===== config.mk =====
export PLATFORM = sky130hd
export DESIGN_NAME = hamming_sec_unit
export DESIGN_NICKNAME = d
export VERILOG_FILES = /design/src/rtl/hsec_pkg.sv /design/src/rtl/hsec_encoder.sv /design/src/rtl/hsec_syndrome.sv /design/src/rtl/hsec_corrector.sv /design/src/rtl/hamming_sec_unit.sv
export SDC_FILE = /design/constraint.sdc
export NUM_CORES = 1
export LEC_CHECK = 0
export ABC_AREA = 1
export BUFFER_PORTS_ARGS = -buffer_cell sky130_fd_sc_hd__buf_2
export CAP_MARGIN = 20
export CORE_MARGIN = 8
export CORE_UTILIZATION = 40
export DETAILED_ROUTE_END_ITERATION = 6
export GPL_ROUTABILITY_DRIVEN = 0
export PLACE_DENSITY = 0.68
export SYNTH_ARGS = -nofsm -noshare
export SYNTH_HDL_FRONTEND = slang
export SYNTH_SLANG_ARGS = --single-unit

===== constraint.sdc =====
create_clock -name clk -period 1.9 [get_ports clk]
set_clock_uncertainty 0.1 [all_clocks]
set_input_delay 0.19 -clock clk [delete_from_list [all_inputs] [get_ports clk]]
set_output_delay 0.19 -clock clk [all_outputs]
set_load 0.01 [all_outputs]

===== src/rtl/hsec_pkg.sv =====
package hsec_pkg;
    localparam int DATA_W = 8;
    localparam int PAR_W  = 4;
    localparam int CODE_W = DATA_W + PAR_W;

    typedef enum logic [1:0] {
        ST_CLEAN = 2'd0,
        ST_FIXED = 2'd1,
        ST_BAD   = 2'd2
    } hsec_state_e;

    // 1-based codeword position of data bit idx: the idx-th non power of two
    function automatic int data_pos(input int idx);
        int cnt;
        int res;
        cnt = 0;
        res = 0;
        for (int p = 1; p < 64; p++) begin
            if ((p & (p - 1)) != 0) begin
                if (cnt == idx && res == 0) res = p;
                cnt++;
            end
        end
        return res;
    endfunction
endpackage


===== src/rtl/hsec_encoder.sv =====
module hsec_encoder #(
    parameter int DW = hsec_pkg::DATA_W,
    parameter int PW = hsec_pkg::PAR_W,
    localparam int CW = DW + PW
) (
    input  logic          clk,
    input  logic          rst_n,
    input  logic          valid_i,
    input  logic [DW-1:0] data_i,
    output logic          valid_o,
    output logic [CW-1:0] code_o
);
    logic [CW-1:0] placed;
    logic [CW-1:0] full;

    always_comb begin
        placed = '0;
        for (int i = 0; i < DW; i++) begin
            placed[hsec_pkg::data_pos(i) - 1] = data_i[i];
        end
        full = placed;
        for (int j = 0; j < PW; j++) begin
            logic par;
            par = 1'b0;
            for (int p = 1; p <= CW; p++) begin
                if (((p >> j) & 1) == 1) par = par ^ placed[p-1];
            end
            full[(1 << j) - 1] = par;
        end
    end

    always_ff @(posedge clk or negedge rst_n) begin
        if (!rst_n) begin
            valid_o <= 1'b0;
            code_o  <= '0;
        end else begin
            valid_o <= valid_i;
            if (valid_i) code_o <= full;
        end
    end
endmodule


===== src/rtl/hsec_syndrome.sv =====
module hsec_syndrome #(
    parameter int DW = hsec_pkg::DATA_W,
    parameter int PW = hsec_pkg::PAR_W,
    localparam int CW = DW + PW
) (
    input  logic [CW-1:0] code_i,
    output logic [PW-1:0] syn_o
);
    always_comb begin
        syn_o = '0;
        for (int j = 0; j < PW; j++) begin
            for (int p = 1; p <= CW; p++) begin
                if (((p >> j) & 1) == 1) syn_o[j] = syn_o[j] ^ code_i[p-1];
            end
        end
    end
endmodule


===== src/rtl/hsec_corrector.sv =====
module hsec_corrector #(
    parameter int DW = hsec_pkg::DATA_W,
    parameter int PW = hsec_pkg::PAR_W,
    localparam int CW = DW + PW
) (
    input  logic          clk,
    input  logic          rst_n,
    input  logic          valid_i,
    input  logic [CW-1:0] code_i,
    output logic          valid_o,
    output logic [DW-1:0] data_o,
    output logic [PW-1:0] syn_o,
    output logic          corrected_o,
    output logic          uncorr_o
);
    import hsec_pkg::*;

    logic [PW-1:0]  syn;
    hsec_state_e    state;
    logic [CW-1:0]  fixed;
    logic [DW-1:0]  data_n;
    logic           corr_n;
    logic           bad_n;

    hsec_syndrome #(.DW(DW), .PW(PW)) i_syn (
        .code_i (code_i),
        .syn_o  (syn)
    );

    always_comb begin
        if (syn == '0)                  state = ST_CLEAN;
        else if (int'(syn) <= CW)       state = ST_FIXED;
        else                            state = ST_BAD;
    end

    always_comb begin
        fixed  = code_i;
        corr_n = 1'b0;
        bad_n  = 1'b0;
        unique case (state)
            ST_CLEAN: ;
            ST_FIXED: begin
                fixed[int'(syn) - 1] = ~code_i[int'(syn) - 1];
                corr_n = 1'b1;
            end
            ST_BAD:   bad_n = 1'b1;
            default:  bad_n = 1'b1;
        endcase
        for (int i = 0; i < DW; i++) begin
            data_n[i] = fixed[data_pos(i) - 1];
        end
    end

    always_ff @(posedge clk or negedge rst_n) begin
        if (!rst_n) begin
            valid_o     <= 1'b0;
            data_o      <= '0;
            syn_o       <= '0;
            corrected_o <= 1'b0;
            uncorr_o    <= 1'b0;
        end else begin
            valid_o <= valid_i;
            if (valid_i) begin
                data_o      <= data_n;
                syn_o       <= syn;
                corrected_o <= corr_n;
                uncorr_o    <= bad_n;
            end
        end
    end
endmodule


===== src/rtl/hamming_sec_unit.sv =====
module hamming_sec_unit (
    input  logic        clk,
    input  logic        rst_n,
    input  logic        enc_valid_i,
    input  logic [7:0]  enc_data_i,
    output logic        enc_valid_o,
    output logic [11:0] enc_code_o,
    input  logic        dec_valid_i,
    input  logic [11:0] dec_code_i,
    output logic        dec_valid_o,
    output logic [7:0]  dec_data_o,
    output logic [3:0]  dec_syndrome_o,
    output logic        dec_corrected_o,
    output logic        dec_uncorr_o
);
    localparam int DW = hsec_pkg::DATA_W;
    localparam int PW = hsec_pkg::PAR_W;

    hsec_encoder #(.DW(DW), .PW(PW)) i_enc (
        .clk     (clk),
        .rst_n   (rst_n),
        .valid_i (enc_valid_i),
        .data_i  (enc_data_i),
        .valid_o (enc_valid_o),
        .code_o  (enc_code_o)
    );

    hsec_corrector #(.DW(DW), .PW(PW)) i_cor (
        .clk         (clk),
        .rst_n       (rst_n),
        .valid_i     (dec_valid_i),
        .code_i      (dec_code_i),
        .valid_o     (dec_valid_o),
        .data_o      (dec_data_o),
        .syn_o       (dec_syndrome_o),
        .corrected_o (dec_corrected_o),
        .uncorr_o    (dec_uncorr_o)
    );
endmodule


==> flow_metrics.py <==
metrics = {
    "outcome": {
        "status": "completed",
    },
    "timing": {
        "maxSlewHeadroom": 0.593,
        "final-hold-violation-count": 0,
        "period_needed_ps": 1740,
        "fmaxAchievable_mhz": 575,
        "holdWs_ps": 27.6,
        "setup_violations": 0,
        "drv_slew": 0,
        "fin_tns_setup_ps": 0,
        "fin_crit_sh": 0.915,
        "worst_pin_slew_ps": 611,
    },
    "global_route": {
        "overflow": 0,
        "grt_busiest_layer": "met2",
        "grt_pass1_wl_um": 8290,
        "grt_pass1_vias": 1873,
        "grt_max_degree": 29,
        "track_usage": 0.137,
        "antenna_found_initial": 0,
        "use_met2": 0.233,
        "gr-usage-met3": 0.0367,
        "grtUsageMet1": 0.168,
    },
    "place": {
        "io_buffer_count": 51,
        "hpwl_um": 3950,
        "post_dp_cell_area_um2": 2540,
    },
    "synth": {
        "synth_area_um2": 1920,
        "synth_top_family_by_area": "simple AND/OR/NAND/NOR gates",
        "synth_compound_area_frac": 0.0586,
        "synth_xor_area_frac": 0.0807,
        "syn_avg_cell_area_um2": 7.26,
        "synthesis.nets": 294,
        "ys_seq_area_frac": 0.364,
        "yosysWarnings": 0,
        "synth_fa_ha_area_frac": 0.0325,
        "netlist-cell-type-count": 22,
        "yosys.area_share.simple": 0.388,
        "synth_mux_area_frac": 0,
        "synth-seq-cells": 28,
        "synthCells": 265,
    },
    "layout": {
        "final_cell_mix": "96 x nand2_1, 48 x buf_2, 32 x buf_4",
        "stdcell_area_um2": 2710,
        "nets": 378,
        "n_antenna_cell": 0,
        "area_growth_syn_to_layout_pct": 40.9,
        "mostFrequentLayoutCell": "nand2_1",
        "layout-drive-gt1-share": 0.414,
    },
    "job": {
        "drv_cap": 0,
    },
    "route": {
        "drtAntennaViolNets": 0,
        "drt_iter0_drc": 58,
        "routed_via_density": 4.65,
        "wl_per_cell_um": 12.1,
        "drc": 0,
        "dr.pass1.iters": 4,
        "vias": 1868,
        "wl_um": 4850,
    },
    "worst_hold_path": {
        "min_path_cells": 1,
        "min_from": "enc_valid_i",
        "hold_path_class": "in -> reg",
        "holdPathEnd": "i_enc.valid_o",
    },
    "worst_setup_path": {
        "path_class": "in -> reg",
        "end_kind": "flip-flop",
        "timing.rr.start": "i_enc.code_o[1]",
        "crit_start": "dec_code_i[4]",
        "rr_worst_depth": 2,
        "start_kind": "primary input",
        "ff2ff_setup_slack_ps": 1150,
        "cp_data_required_time_ps": 1970,
        "worstPathMaxFanout": 5,
        "cp.arrival_ps": 1810,
        "rr_endpoint": "i_enc.code_o[1]",
    },
    "clocking": {
        "clk_latency_ps": 270,
        "clockBufferDepth": 2,
        "htreeDepth": 1,
        "cts_tree": "yes",
        "cts_made_buffers": 3,
        "clk_pin_slew_worst_paths_ps": 100,
        "clockRootBuffer": "clkbuf_8",
        "clock_sinks": 28,
    },
    "floorplan": {
        "row_count": 25,
        "die_area_um2": 7280,
        "die_h_um": 85.3,
        "core_area_um2": 4690,
        "initial_core_util": 0.410,
        "die_w_um": 85.3,
        "ios": 52,
    },
    "pwr": {
        "leakage_nw": 1.48,
        "powerDensity_nw_per_um2": 763,
        "ir_drop_mv": 0.364,
    },
}
-- worst max-delay path: stages --
cell and delay [ps]:
buf_4 140, inv_4 60, nand2_4 40, nand2_2 60, nand2_2 70, nand3_1 130, nand3_4 90, nand2_4 110
inv_8 40, ha_4 170, nand2_4 70, inv_2 40, nor2_4 170, inv_4 80, nand2_2 60, inv_2 40
nand2_4 70, nand3_2 70, nand2_1 60, nand2_1 40
-- sequential cells by signal, summed over array words and instances (netlist names) --
signal             cells
i_cor.syn_o            4
i_enc.code_o          12
i_cor.valid_o          1
i_enc.valid_o          1
i_cor.uncorr_o         1
i_cor.data_o           8
i_cor.corrected_o      1
-- layout make-up --
type                            count  area (um2)
Fill cell                         446        1980
Multi-Input combinational cell    202        1200
Sequential cell                    28         701
Timing Repair Buffer               85         531
Inverter                           29         134
Tap cell                           54        67.6
Clock buffer                        3        41.3
Clock inverter                      1        30.0
-- per-stage QoR --
| stage | total power, W | setup WS [ps] | util | cells |
|---|---|---|---|---|
| finish | 0.00207 | 161 | 0.577 | 402 |
| floorplan | 0.00125 | -81.3 | - | 265 |
| CTS | 0.00204 | 30.6 | 0.561 | 401 |
| detailed placement | 0.00156 | -272 | 0.541 | 395 |
| global placement | 0.00154 | -240 | 0.541 | 395 |
| global route | 0.00221 | -3.41 | 0.577 | 402 |
-- repair_timing --
action                                  4_1_cts  5_1_grt
buffers inserted                              0        1
endpoints found under the setup margin        0        8
hold endpoints to repair                     29        0
hold buffers                                  2        0
resized for setup                             0       20
-- worst max path at each step --
stage | endpoint | slack [ps] | cells past startpoint
after detailed placement | i_cor.data_o[2] | -270 | 19
after global placement | i_cor.data_o[2] | -240 | 19
after floorplan | i_cor.data_o[1] | -80 | 21
after CTS | i_cor.data_o[2] | 30 | 19
after global routing | i_cor.data_o[2] | -3 | 17
final | i_cor.data_o[1] | 160 | 20
-- synthesized netlist by cell type --
cell type,n,area [um2]
nand2_1,102,383
dfrtp_1,28,701
nand3_1,25,125
inv_1,20,75.1
nand2_2,14,87.6
o21ai_0,11,55.1
inv_2,9,33.8
xnor2_1,8,70.1
a21oi_1,6,30.0
xor2_1,6,52.6
ha_1,5,62.6
nand3_2,5,50.1
clkbuf_1,4,15.0
nand4_1,4,25.0
nand2_4,3,33.8
nor2_1,3,11.3
nor2_2,3,18.8
buf_6,2,22.5
o21ai_1,2,10.0
o21ai_2,2,17.5
xnor2_2,2,32.5
nor2_4,1,11.3
-- per-layer routing --
layer / wire length [um] / share of wire
met2: 2270 / 0.47
met1: 2300 / 0.47
met5: 0 / 0
met3: 249 / 0.051
met4: 29 / 0.0060
-- where the power goes --
part / internal [W] / switching (W) / total (W) / leakage (nW)
Sequential: 0.000673 / 0.0000380 / 0.000711 / 0.339
Combinational: 0.000373 / 0.000510 / 0.000883 / 1.10
Clock: 0.000282 / 0.000191 / 0.000473 / 0.0357
Total: 0.00133 / 0.000739 / 0.00207 / 1.48
-- logic make-up after synthesis --
group                      Yosys count
buffers and inverters               35
xor gates and xnor gates            16
AOI/OAI and AO/OA                   21
and+or+nand+nor                    160
DFF                                 28
adders and majority gates            5
Power figures use the tool's default switching activity.
